<file path="src/rtl/sr_rx_pkg.sv">
// Shared types for the oversampling serial receiver.
// Assumes nothing beyond being compiled before the modules that use it.
package sr_rx_pkg;

    // Receiver sequencing phases
    typedef enum logic [2:0] {
        RX_IDLE,
        RX_START,
        RX_DATA,
        RX_PARITY,
        RX_STOP
    } rx_state_e;

endpackage

</file>
<file path="src/rtl/sr_rx_sync.sv">
// Multi-stage synchronizer for a single asynchronous level.
// Assumes the input is a slow level (many clocks per change).
module sr_rx_sync #(
    parameter int  STAGES    = 2,
    parameter logic RESET_VAL = 1'b1
) (
    input  logic clk,
    input  logic rst_n,
    input  logic async_in,
    output logic sync_out
);

    logic [STAGES-1:0] chain;

    // Shift the raw level through the flop chain
    always_ff @(posedge clk) begin
        if (!rst_n) begin
            chain <= {STAGES{RESET_VAL}};
        end else begin
            chain <= {chain[STAGES-2:0], async_in};
        end
    end

    assign sync_out = chain[STAGES-1];

endmodule

</file>
<file path="src/rtl/sr_rx_frame.sv">
// Frame sequencer: qualifies the start bit, samples data, parity and
// stop bits on the oversampling tick, and emits a one-cycle word_done.
// Assumes os_tick is a single-cycle strobe and that par_en/par_odd
// only change while idle.
module sr_rx_frame
    import sr_rx_pkg::*;
#(
    parameter int OS_RATE   = 16,
    parameter int DATA_BITS = 8
) (
    input  logic                 clk,
    input  logic                 rst_n,
    input  logic                 os_tick,
    input  logic                 rxd_s,
    input  logic                 par_en,
    input  logic                 par_odd,
    output logic                 word_done,
    output logic [DATA_BITS-1:0] word_data,
    output logic                 word_ferr,
    output logic                 word_perr
);

    localparam int CNT_W = $clog2(OS_RATE);
    localparam int BIT_W = (DATA_BITS > 1) ? $clog2(DATA_BITS) : 1;
    localparam logic [CNT_W-1:0] HALF_LAST = CNT_W'(OS_RATE / 2 - 1);
    localparam logic [CNT_W-1:0] BIT_LAST  = CNT_W'(OS_RATE - 1);
    localparam logic [BIT_W-1:0] IDX_LAST  = BIT_W'(DATA_BITS - 1);

    rx_state_e            state;
    logic [CNT_W-1:0]     tick_cnt;
    logic [BIT_W-1:0]     bit_idx;
    logic [DATA_BITS-1:0] shreg;
    logic                 par_bit;

    // Tick-paced sequencing of one frame
    always_ff @(posedge clk) begin
        if (!rst_n) begin
            state     <= RX_IDLE;
            tick_cnt  <= '0;
            bit_idx   <= '0;
            shreg     <= '0;
            par_bit   <= 1'b0;
            word_done <= 1'b0;
            word_ferr <= 1'b0;
            word_perr <= 1'b0;
        end else begin
            word_done <= 1'b0;
            if (os_tick) begin
                unique case (state)
                    RX_IDLE: begin
                        if (!rxd_s) begin
                            state    <= RX_START;
                            tick_cnt <= CNT_W'(1);
                        end
                    end
                    RX_START: begin
                        if (rxd_s) begin
                            state <= RX_IDLE;
                        end else if (tick_cnt == HALF_LAST) begin
                            state    <= RX_DATA;
                            tick_cnt <= '0;
                            bit_idx  <= '0;
                        end else begin
                            tick_cnt <= tick_cnt + 1'b1;
                        end
                    end
                    RX_DATA: begin
                        if (tick_cnt == BIT_LAST) begin
                            tick_cnt <= '0;
                            shreg    <= {rxd_s, shreg[DATA_BITS-1:1]};
                            if (bit_idx == IDX_LAST) begin
                                state <= par_en ? RX_PARITY : RX_STOP;
                            end else begin
                                bit_idx <= bit_idx + 1'b1;
                            end
                        end else begin
                            tick_cnt <= tick_cnt + 1'b1;
                        end
                    end
                    RX_PARITY: begin
                        if (tick_cnt == BIT_LAST) begin
                            tick_cnt <= '0;
                            par_bit  <= rxd_s;
                            state    <= RX_STOP;
                        end else begin
                            tick_cnt <= tick_cnt + 1'b1;
                        end
                    end
                    RX_STOP: begin
                        if (tick_cnt == BIT_LAST) begin
                            tick_cnt  <= '0;
                            word_done <= 1'b1;
                            word_ferr <= ~rxd_s;
                            word_perr <= par_en & (par_bit ^ (^shreg) ^ par_odd);
                            state     <= RX_IDLE;
                        end else begin
                            tick_cnt <= tick_cnt + 1'b1;
                        end
                    end
                    default: state <= RX_IDLE;
                endcase
            end
        end
    end

    assign word_data = shreg;

    // a high sample during start qualification abandons the frame
    p_noise_back_r2: assert property (@(posedge clk) disable iff (!rst_n)
        (state == RX_START && os_tick && rxd_s) |=> (state == RX_IDLE));

    // data phase is only entered from start qualification on a low line
    p_enter_data_r2: assert property (@(posedge clk) disable iff (!rst_n)
        (state == RX_DATA && $past(state) != RX_DATA)
            |-> ($past(state) == RX_START && !$past(rxd_s)));

    // the completion strobe lasts exactly one cycle
    p_done_single_r9: assert property (@(posedge clk) disable iff (!rst_n)
        word_done |=> !word_done);

endmodule

</file>
<file path="src/rtl/sr_rx_hold.sv">
// Host-side hold register: keeps the last word and its flags until
// acknowledged, and raises overrun when a word lands on an unread one.
// Assumes word_done is a single-cycle pulse with its data stable.
module sr_rx_hold #(
    parameter int DATA_BITS = 8
) (
    input  logic                 clk,
    input  logic                 rst_n,
    input  logic                 word_done,
    input  logic [DATA_BITS-1:0] word_data,
    input  logic                 word_ferr,
    input  logic                 word_perr,
    input  logic                 rd_ack,
    output logic [DATA_BITS-1:0] rx_data,
    output logic                 rx_valid,
    output logic                 rx_frame_err,
    output logic                 rx_par_err,
    output logic                 rx_overrun
);

    // Capture new words and clear state on acknowledge
    always_ff @(posedge clk) begin
        if (!rst_n) begin
            rx_data      <= '0;
            rx_valid     <= 1'b0;
            rx_frame_err <= 1'b0;
            rx_par_err   <= 1'b0;
            rx_overrun   <= 1'b0;
        end else if (word_done) begin
            rx_data      <= word_data;
            rx_valid     <= 1'b1;
            rx_frame_err <= word_ferr;
            rx_par_err   <= word_perr;
            rx_overrun   <= (rx_valid | rx_overrun) & ~rd_ack;
        end else if (rd_ack) begin
            rx_valid     <= 1'b0;
            rx_frame_err <= 1'b0;
            rx_par_err   <= 1'b0;
            rx_overrun   <= 1'b0;
        end
    end

    // a completed word is presented as valid
    p_valid_set_r7: assert property (@(posedge clk) disable iff (!rst_n)
        word_done |=> rx_valid);

    // acknowledge without a new word empties the register
    p_ack_clear_r7: assert property (@(posedge clk) disable iff (!rst_n)
        (rd_ack && !word_done) |=> (!rx_valid && !rx_overrun));

    // a word landing on an unread one flags overrun
    p_overrun_r8: assert property (@(posedge clk) disable iff (!rst_n)
        (word_done && rx_valid && !rd_ack) |=> rx_overrun);

    // error flags only accompany a held word
    p_ferr_needs_valid_r6: assert property (@(posedge clk) disable iff (!rst_n)
        rx_frame_err |-> rx_valid);

endmodule

</file>
<file path="src/rtl/serial_rx_os16.sv">
// Top of the oversampling serial receiver: synchronizer, frame
// sequencer and host hold register. Assumes os_tick runs at OS_RATE
// times the bit rate and parity settings change only while idle.
module serial_rx_os16 #(
    parameter int OS_RATE     = 16,
    parameter int DATA_BITS   = 8,
    parameter int SYNC_STAGES = 2
) (
    input  logic                 clk,
    input  logic                 rst_n,
    input  logic                 os_tick,
    input  logic                 rxd,
    input  logic                 par_en,
    input  logic                 par_odd,
    input  logic                 rd_ack,
    output logic [DATA_BITS-1:0] rx_data,
    output logic                 rx_valid,
    output logic                 rx_frame_err,
    output logic                 rx_par_err,
    output logic                 rx_overrun
);

    logic                 rxd_s;
    logic                 word_done;
    logic [DATA_BITS-1:0] word_data;
    logic                 word_ferr;
    logic                 word_perr;

    sr_rx_sync #(
        .STAGES    (SYNC_STAGES),
        .RESET_VAL (1'b1)
    ) u_sync (
        .clk      (clk),
        .rst_n    (rst_n),
        .async_in (rxd),
        .sync_out (rxd_s)
    );

    sr_rx_frame #(
        .OS_RATE   (OS_RATE),
        .DATA_BITS (DATA_BITS)
    ) u_frame (
        .clk       (clk),
        .rst_n     (rst_n),
        .os_tick   (os_tick),
        .rxd_s     (rxd_s),
        .par_en    (par_en),
        .par_odd   (par_odd),
        .word_done (word_done),
        .word_data (word_data),
        .word_ferr (word_ferr),
        .word_perr (word_perr)
    );

    sr_rx_hold #(
        .DATA_BITS (DATA_BITS)
    ) u_hold (
        .clk          (clk),
        .rst_n        (rst_n),
        .word_done    (word_done),
        .word_data    (word_data),
        .word_ferr    (word_ferr),
        .word_perr    (word_perr),
        .rd_ack       (rd_ack),
        .rx_data      (rx_data),
        .rx_valid     (rx_valid),
        .rx_frame_err (rx_frame_err),
        .rx_par_err   (rx_par_err),
        .rx_overrun   (rx_overrun)
    );

    // without parity enabled no parity error is reported
    p_par_off_r5: assert property (@(posedge clk) disable iff (!rst_n)
        (word_done && !par_en) |=> !rx_par_err);

endmodule

</file>
<file path="config.mk">
export PLATFORM = sky130hd
export DESIGN_NAME = serial_rx_os16
export DESIGN_NICKNAME = d
export VERILOG_FILES = /design/src/rtl/sr_rx_pkg.sv /design/src/rtl/sr_rx_sync.sv /design/src/rtl/sr_rx_frame.sv /design/src/rtl/sr_rx_hold.sv /design/src/rtl/serial_rx_os16.sv
export SDC_FILE = /design/constraint.sdc
export NUM_CORES = 1
export LEC_CHECK = 0
export BUFFER_PORTS_ARGS = -buffer_cell sky130_fd_sc_hd__buf_2
export CELL_PAD_IN_SITES_DETAIL_PLACEMENT = 1
export CELL_PAD_IN_SITES_GLOBAL_PLACEMENT = 1
export CORE_MARGIN = 4
export CORE_UTILIZATION = 39
export CTS_CLUSTER_SIZE = 24
export DETAILED_ROUTE_END_ITERATION = 7
export MAX_ROUTING_LAYER = met4
export PLACE_DENSITY_LB_ADDON = 0.1
export SLEW_MARGIN = 0
export SYNTH_ARGS = -nofsm -noshare
export SYNTH_HDL_FRONTEND = slang
export SYNTH_SLANG_ARGS = --single-unit
export TNS_END_PERCENT = 50
</file>
<file path="constraint.sdc">
create_clock -name clk -period 2 [get_ports clk]
set_clock_uncertainty 0.2 [all_clocks]
set_input_delay 0.2 -clock clk [delete_from_list [all_inputs] [get_ports clk]]
set_output_delay 0.2 -clock clk [all_outputs]
set_load 0.02 [all_outputs]
</file>
### After elaboration in Yosys (flattened, before gate mapping)

Index checks and enable logic that the tools add are counted.

| operators by class | value |
|---|---|
| add/subtract/negate cells | 2 |
| multipliers | 0 |
| div/mod/pow operators | 0 |
| order comparisons | 0 |
| eq/ne operators | 16 |
| shift-type cells | 0 |
| muxes and demuxes | 25 |
| bitwise logic cells | 7 |
| reduce and logical (&&, ||, !) cells | 13 |

Operator list:

| cell | count |
|---|---|
| $mux W3 | 12 |
| $mux W4 | 4 |
| $pmux W3 S5 | 1 |
| $pmux W4 S3 | 1 |
| $reduce_and A3 Y1 | 4 |
| $ne A2 B1 Y1 const B | 5 |
| $reduce_xor A8 Y1 | 1 |
| $reduce_and A7 Y1 | 1 |
| $eq A3 B2 Y1 const B | 2 |
| $eq A3 B3 Y1 const B | 2 |
| $mux W1 | 6 |
| $ne A2 B2 Y1 const B | 3 |
| $pmux W3 S2 | 1 |
| $reduce_and A6 Y1 | 1 |
| $add A4 B1 Y4 const B | 1 |
| $eq A4 B3 Y1 const B | 1 |
| $eq A4 B4 Y1 const B | 1 |
| $reduce_and A4 Y1 | 1 |
| $reduce_bool A2 Y1 | 2 |
| $add A3 B1 Y3 const B | 1 |
| $eq A3 B1 Y1 const B | 1 |
| $logic_not A3 Y1 | 1 |
| $ne A3 B2 Y1 const B | 1 |
| $reduce_bool A3 Y1 | 1 |
| other kinds (5) | 8 |

| storage, ports and cells | value |
|---|---|
| register bits | 36 |
| bits in latches | 0 |
| RAM bits | 0 |
| ROM bits | 0 |
| output and inout port bits | 12 |
| logic and storage cells | 77 |
| memories | 0 |

### Logic depth before layout (Yosys ltp)

Gate-level depths: netlist of run 1.

| logic depth | value |
|---|---|
| word-level depth | 4 |
| gate-level depth with buffers | 7 |
| depth with buffers taken out | 6 |

### Hierarchy

From an unflattened synthesis of run 1, not the netlist that was laid out.

| unflattened totals | value |
|---|---|
| cell total of the unflattened synthesis | 175 |
| area total of the unflattened synthesis | 1734.2 sq um |

Modules (own cells, without submodules):

| module | times used | cells an instance | area an instance (sq um) | sequential area each (sq um) |
|---|---|---|---|---|
| sr_rx_frame | 1 | 133 | 1223.7 | 440.4 |
| sr_rx_hold | 1 | 38 | 457.9 | 240.2 |
| sr_rx_sync | 1 | 4 | 52.6 | 40.0 |

### Worst setup path after synthesis of run 1

OpenSTA, ideal clock, no wires.

| path | value |
|---|---|
| kind | register to register |
| start point | register u_frame.tick_cnt[0] |
| end point | register u_frame.bit_idx[1] |
| arrival | 1.761 ns |
| required time | 1.672 ns |
| slack | -0.088 ns |
| stages on the path, launching flop included | 7 |
| path buffers | 0 |
| clock period less this slack | 2.088 ns |
| cell sequence | dfxtp_1 ha_1 and3b_1 or4b_2 o22ai_2 mux2i_1 nor2_1 |

| between the ends | value |
|---|---|
| word-level cells in the longest chain between the ends | 3 |
| elaborated cells between the ends (all ways) | 5 |
| classes of those cells | 4 x eq/ne; 1 x reduce/logical |

RTL lines:

| what | RTL line | RTL |
|---|---|---|
| from (decl) | sr_rx_frame.sv:30 | `logic [CNT_W-1:0] tick_cnt;` |
| from (signal assigned) | sr_rx_frame.sv:64 | `tick_cnt <= tick_cnt + 1'b1;` |
| from (signal assigned) | sr_rx_frame.sv:77 | `tick_cnt <= tick_cnt + 1'b1;` |
| from (signal assigned) | sr_rx_frame.sv:86 | `tick_cnt <= tick_cnt + 1'b1;` |
| $eq A4 B4 Y1 or $eq A4 B3 Y1 (tied branches) | sr_rx_frame.sv:68, sr_rx_frame.sv:59 |  |
| $ne A2 B1 Y1 (no line) | n/a |  |
| $reduce_and A6 Y1 (no line) * | n/a |  |
| to (signal assigned) | sr_rx_frame.sv:74 | `bit_idx <= bit_idx + 1'b1;` |
| to (decl) | sr_rx_frame.sv:31 | `logic [BIT_W-1:0] bit_idx;` |

Every way passes the cells marked *; elsewhere a longest branch is shown, timed or not.
A chain may end at the register's enable or synchronous reset.

### Worst setup path in the final report of run 1

| path | value |
|---|---|
| start point | register u_frame.state[0] |
| end point | register u_frame.tick_cnt[3] |

| between the ends | value |
|---|---|
| word-level cells in the longest chain between the ends | 4 |
| elaborated cells between the ends (all ways) | 11 |
| classes of those cells | 6 x eq/ne; 1 x mux; 4 x reduce/logical |

RTL lines:

| what | RTL line | RTL |
|---|---|---|
| from (decl) | sr_rx_frame.sv:29 | `rx_state_e state;` |
| from (signal assigned) | sr_rx_frame.sv:72 | `state <= par_en ? RX_PARITY : RX_STOP;` |
| $eq A3 B2 Y1 or $eq A3 B3 Y1 (tied branches) | sr_rx_frame.sv:49 | `unique case (state)` |
| $reduce_or A3 Y1 (no line) | n/a |  |
| $reduce_bool A3 Y1 (no line) | n/a |  |
| $reduce_and A4 Y1 (no line) | n/a |  |

Several ways; a longest one is shown, not always the timed one.

==> impl_results.md, run 1 <==
* Routed WL per cell at 15.1 um
* Worst reg2reg path depth at 5
* Tmin final at 2.00 ns
* Core area at 0.00403 sq mm
* Post-Synth XOR/XNOR Area at 5.63%
* I/O pin cnt at 19
* Final setup violation count at 0
* Post-synth EDFFs at 0
* Top Layer Used: met4
* PortBufs at 18
* RR Startpoint: u_frame.state[0]$_SDFFE_PN0P_
* First-pass GRT wire length at 6890 um
* Final ANT Viol Nets at 0
* Met3 wire length at 148 um
* Synth top area cells: dfxtp_1 44%, mux2i_1 8.5%, nor2_1 5.7%
* Number of buffers created by CTS at 5
* WL met1 at 1920 um
* Reg2reg end: u_frame.tick_cnt[3]$_SDFFE_PN0P_
* Die ar. at 0.00532 sq mm
* Mux cell area share after synthesis at 8.52%
* Hold Path End: u_frame.tick_cnt[3]$_SDFFE_PN0P_
* Antenna Cells at 0
* Area grow syn2layout at 33.4%
* GPL Wtd Cong at 0.836
* Most numerous cell in the Yosys netlist: dfxtp_1
* Sinks on Clock Net at 36
* Post-DP Area at 0.00189 sq mm
* Post-Syn Nets at 195
* Power consumption at 1580 uW
* Layout cell share with drive strength beyond 1 at 30.3%
* Fillers at 483
* List of most frequent post-synthesis cells: 36 x dfxtp_1, 25 x nor2_1, 22 x nand2_1
* Hold Startpoint: os_tick
* Simple-gate share of the synthesized area at 24.7%
* Post-Synth Adder-Cell Area at 2.28%
* Post-synthesis cell area at 0.00164 sq mm
* Fraction of registers with async set/reset at 0%
* Clock root cell: clkbuf_8
* Fin util at 54.4%
* # Max-Cap Violations at 0
* Die Y at 72.9 um
* Setup Crit Path Kind: flip-flop to flip-flop
* Top FF cell, synth: dfxtp_1
* Final Hold Vio Count at 0
* Fin crit share at 99.8%
* Hold path depth at 4
* CTS tree: done
* Worst Path Arrival at 2.02 ns
* Met2 wire len at 2070 um
* Max clock buf depth at 2
* Initial Util at 40.8%
* GRT overflow at 0
* Worst Hold Class: input pin to flip-flop
* Syn avg cell area at 8.89 sq um
* Leading area contributor after synthesis: dfxtp_1
* Required @ worst endpoint at 2.02 ns
* DR DRC count at 0
* CP max FO at 6
* Vias per std cell at 5.05
* Combinational family with the most area after synthesis: simple AND/OR/NAND/NOR gates
* Minimum hold slack at 0.174 ns
* Sequential fraction of the synthesis area at 43.8%
* Routed WL at 4240 um
* Fin nets at 240
* Row cnt at 23
* Global Route Usage Sum at 17.5%
* Share of the synthesized area in the top cell type at 43.8%
* Final HPWL DP at 2750 um
* Max Slew Vio Count at 0
* Fmax at 501 MHz
* Vias in the first global route at 1499
* Yosys cell types at 42
* Register-to-register setup slack at 0.004 ns
* Final Cell Area at 0.00219 sq mm
* Detailed-route via count at 1418
* Post-synthesis instance total at 185
* Yosys reg bits at 36
* LEAKAGE at 0.000836 uW
* Power Dens Cells at 720 mW/mm^2
* Initial antenna violation count at 0
* Largest net degree at the start of global routing at 34
* CTS clk-pin slew, worst paths at 0.07 ns
* RSZ-0062 raised after global routing: true
* Startpoint Class: flip-flop
* Outcome: finished, final reports clean
* Yosys warning total at 0
* Slew margin rel. at 53.7%
* Worst VDD drop at 0.506 mV
* Htree depth at 2
* Initial DRC Count at 50
* Chip width at 72.9 um
* First-pass DRT Iterations at 4
* Slew @ Worst Pin at 0.694 ns
* Crit. End Element: flip-flop
* Final TNS setup at 0 ns
* Synth Area in Compound Gates at 11.8%
* Latest clock arrival within the worst-skew pair at 0.29 ns
## what timing repair did
item / in CTS / in global routing
gates resized for setup: 8 / 12
endpoints found under the setup margin: 7 / 7
hold buffers: 5 / 0
pin swaps: 2 / 5
endpoints found under the hold margin: 5 / 0
buffers inserted: 2 / 5
## routing by layer
metal / GRT usage [%] / up-vias
met2: 27.9 / 19
met5: - / -
li1: - / 726
met3: 4.55 / 7
met4: 7.58 / 0
met1: 20.9 / 666
## area by class of cell
cell class / count / area, sq um / share of cell area, %
clock buffers: 7 / 96.3 / 4.39
clock inverters: 1 / 30.0 / 1.37
inverters: 3 / 11.3 / 0.513
multi-input cells: 137 / 940 / 42.8
flip-flops and latches: 36 / 729 / 33.3
well taps: 50 / 62.6 / 2.85
repair buffers: 47 / 324 / 14.8
## cells in the final DEF, fill, tap and decap left out, drive strengths merged, types with 2 or more instances in the layout
master and n:
nor2 25, nor2b 3, dfxtp 36, o21ai 4, a21oi 18, nand2 22, mux2i 14, nor3b 3
nor4 2, nand2b 5, buf 42, or3b 2, ha 3, clkbuf 7, nand3 5, inv 3
and2 3, a211oi 2, xnor2 8, dlygate4sd3 5
## worst max path at each step
stage,startpoint,endpoint
after global routing,u_frame.state[0]$_SDFFE_PN0P_,u_frame.tick_cnt[3]$_SDFFE_PN0P_
after detailed placement,u_frame.tick_cnt[0]$_SDFFE_PN0P_,u_frame.state[0]$_SDFFE_PN0P_
after global placement,u_frame.state[2]$_SDFFE_PN0P_,u_frame.tick_cnt[3]$_SDFFE_PN0P_
after CTS,u_frame.state[0]$_SDFFE_PN0P_,u_frame.tick_cnt[3]$_SDFFE_PN0P_
final,u_frame.state[0]$_SDFFE_PN0P_,u_frame.tick_cnt[3]$_SDFFE_PN0P_
after floorplan,u_frame.tick_cnt[0]$_SDFFE_PN0P_,u_frame.state[0]$_SDFFE_PN0P_
## cells by family (layout without fill, tap and decap cells)
family                   after synthesis  in the layout
AO/OA/AOI/OAI                         32             32
XOR/XNOR                               9              9
adder cells (fa/ha/maj)                3              3
buffers and inverters                 12             58
flip-flops                            36             36
multiplexers                          14             14
AND/OR/NAND/NOR                       79             79
## state kept, by name (all words and copies together) (netlist names)
| signal | count |
|---|---|
| u_frame.word_ferr | 1 |
| u_hold.rx_data | 8 |
| u_frame.par_bit | 1 |
| u_hold.rx_valid | 1 |
| u_frame.word_perr | 1 |
| u_frame.tick_cnt | 4 |
| u_frame.bit_idx | 3 |
| u_hold.rx_frame_err | 1 |
| u_frame.word_done | 1 |
| u_sync.chain | 2 |
| u_hold.rx_overrun | 1 |
| u_hold.rx_par_err | 1 |
| u_frame.word_data | 8 |
| u_frame.state | 3 |
## worst max-delay path, cell delays in order, from the launching register on
cell and delay, ns:
dfxtp_2 0.35, or3b_4 0.43, a21o_1 0.20, o31a_1 0.12, or4_1 0.48, a31oi_1 0.14
## per-stage QoR
| step | setup WS, ns | std cells |
|---|---|---|
| floorplan | -0.0575 | 185 |
| global placement | 0.0111 | 261 |
| detailed placement | -0.129 | 261 |
| CTS | 0.00300 | 276 |
| global route | -0.0945 | 281 |
| finish | 0.00429 | 281 |
## power by group
group	internal, uW	switching (uW)	leakage, uW
Sequential	723	8.55	0.000293
Combinational	73.0	69.3	0.000478
Clock	440	265	0.0000645
Power figures use the tool's default switching activity.
==> run 2, diff against run 1 <==
GPL_TIMING_DRIVEN = 0   (was not set)
==> impl_results.md, run 2 (synthesized netlist as in run 1, its figures left out) <==
* Fin crit share at 101% (was 99.8%)
* CTS tree: done (unchanged)
* Htree depth at 2 (unchanged)
* Final ANT Viol Nets at 0 (unchanged)
* Pint at 1020 uW (was 1240 uW)
* Setup Crit Path Kind: flip-flop to flip-flop (unchanged)
* Net Sw Power at 328 uW (was 343 uW)
* Tmin final at 2.03 ns (was 2.00 ns)
* CP max-delay cell: or4_4 (was or4_1)
* Area grow syn2layout at 27.3% (was 33.4%)
* Worst VDD drop at 0.353 mV (was 0.506 mV)
* Fmax at 493 MHz (was 501 MHz)
* Initial DRC Count at 68 (was 50)
* First-pass DRT Iterations at 2 (was 4)
* Antenna Cells at 0 (unchanged)
* CTS clk-pin slew, worst paths at 0.07 ns (about the same)
* LEAKAGE at 0.000763 uW (was 0.000836 uW)
* Fin nets at 231 (was 240)
* Sw Share at 24.2% (was 21.7%)
* Failing checks: setup timing
* CP cell instances: or3b_4, a21o_1, o31a_1, or4_4, a31oi_4 (was or3b_4, a21o_1, o31a_1, or4_1, a31oi_1)
* Max Slew Vio Count at 0 (unchanged)
* Die Y at 72.9 um (unchanged)
* Final non-filler cell total at 271 (was 281)
* Outcome: finished, violations left (was finished, final reports clean)
* Worst Hold Class: input pin to flip-flop (unchanged)
* Detailed-route via count at 1403 (was 1418)
* Global Route Usage Sum at 17.9% (was 17.5%)
* Clock root cell: clkbuf_8 (unchanged)
* Required @ worst endpoint at 2.01 ns (was 2.02 ns)
* Largest net degree at the start of global routing at 11 (was 34)
* Worst Path Arrival at 2.04 ns (was 2.02 ns)
* Row cnt at 23 (unchanged)
* CP max stage delay at 0.44 ns (was 0.48 ns)
* Routed WL at 4170 um (was 4240 um)
* Core area at 0.00403 sq mm (unchanged)
* I/O pin cnt at 19 (unchanged)
* Sinks on Clock Net at 36 (unchanged)
* Vias per std cell at 5.18 (was 5.05)
* Crit path buffers/inverters at 0 (unchanged)
* Final setup violation count at 1 (was 0)
* Commonest cells after routing, fill and taps aside: 32 x dfxtp_1, 24 x nor2_1, 22 x nand2_1 (was 31 x dfxtp_1, 25 x nor2_1, 23 x buf_4)
* Final HPWL DP at 2890 um (was 2750 um)
* CP delay by family, top: simple AND/OR/NAND/NOR gates (unchanged)
* Number of buffers created by CTS at 5 (unchanged)
* CP max FO at 10 (was 6)
* Startpoint Class: flip-flop (unchanged)
* GRT overflow at 0 (unchanged)
* Die ar. at 0.00532 sq mm (unchanged)
* Initial Util at 40.8% (unchanged)
* Final setup margin at -0.0288 ns (was 0.00429 ns)
* Crit. End Element: flip-flop (unchanged)
* DR DRC count at 0 (unchanged)
* Slew margin rel. at 57.2% (was 53.7%)
* Max clock buf depth at 2 (unchanged)
* GPL Wtd Cong at 0.807 (was 0.836)
* Clock Power Share at 35.8% (was 44.7%)
* Most common cell after layout, fill and taps aside: dfxtp_1 (unchanged)
* Combinational Power Share at 9.9% (was 9.0%)
* Fin util at 52.0% (was 54.4%)
* First-pass GRT wire length at 7270 um (was 6890 um)
* RSZ-0062 raised after global routing: true (unchanged)
* Routed WL per cell at 15.4 um (was 15.1 um)
* PortBufs at 18 (unchanged)
* # Max-Cap Violations at 0 (unchanged)
* Chip width at 72.9 um (unchanged)
* Layout cell share with drive strength beyond 1 at 27.1% (was 30.3%)
* Initial antenna violation count at 0 (unchanged)
* Slew @ Worst Pin at 0.643 ns (was 0.694 ns)
* Final Hold Vio Count at 0 (unchanged)
* Inst Count DP at 253 (was 261)
* Share of power burned in registers at 54.4% (was 46.3%)
* Vias in the first global route at 1537 (was 1499)
* Place WS at -0.401 ns (was -0.129 ns)
* Power Dens Cells at 645 mW/mm^2 (was 720 mW/mm^2)
* Latest clock arrival within the worst-skew pair at 0.28 ns (was 0.29 ns)
[run 2: worst paths after layout]
| path | from | end | slack (ns) | depth (start not counted) |
|---|---|---|---|---|
| hold / removal | par_en | u_frame.word_perr$_SDFFE_PN0P_ | 0.02 | 3 |
| hold reg to reg | u_sync.chain[0]$_SDFF_PN1_ | u_sync.chain[1]$_SDFF_PN1_ | 0.21 | 1 |
| setup reg to reg | u_frame.state[0]$_SDFFE_PN0P_ | u_frame.tick_cnt[3]$_SDFFE_PN0P_ | -0.03 | 5 |
| setup / recovery | u_frame.state[0]$_SDFFE_PN0P_ | u_frame.tick_cnt[3]$_SDFFE_PN0P_ | -0.03 | 5 |
[run 2: power groups by stage]
stage	Combinational, uW	Sequential, uW	Clock [uW]
after floorplan	71.3	743	0
after global placement	96.9	744	0
after detailed placement	101	745	0
after CTS	123	729	495
after global routing	146	735	535
final	133	735	483
[run 2: area by class of cell]
class	count	area (sq um)
fill	501	1940
multi-input combinational	137	981
sequential	36	728
timing repair buffer	31	198
clock buffer	6	72.6
tap	50	62.6
buffer	7	35.0
inverter	3	11.3
clock inverter	1	5.00
[run 2: tightest hold or removal path, cell delays in order]
cell and delay [ns]:
buf_2 0.12, nand3_1 0.07, a21oi_1 0.06
[run 2: layer usage]
layer	up-vias	share of wire [%]	track usage, %
met2	17	51	29.7
met1	674	46	22.1
met5	-	0	-
met3	3	2.7	4.55
li1	709	-	-
met4	0	0.34	3.69
[run 2: through the flow]
step / power, uW / instance area (sq um) / hold WS (ns) / TNS (ns)
finish: 1350 / 2090 / 0.0184 / -0.0288
global route: 1420 / 2090 / 0.0352 / -0.337
CTS: 1350 / 2020 / 0.00787 / -0.0459
detailed placement: 846 / 1810 / 0.189 / -2.94
global placement: 841 / 1810 / 0.186 / -2.11
floorplan: 814 / 1660 / 0.0730 / -0.120
[run 2: timing repair]
action / 4_1_cts / 5_1_grt
cloned: 0 / 0
endpoints found under the setup margin: 15 / 14
hold buffers: 4 / 0
endpoints found under the hold margin: 4 / 0
buffers inserted: 6 / 3
pin swaps: 7 / 6
resized for setup: 15 / 15
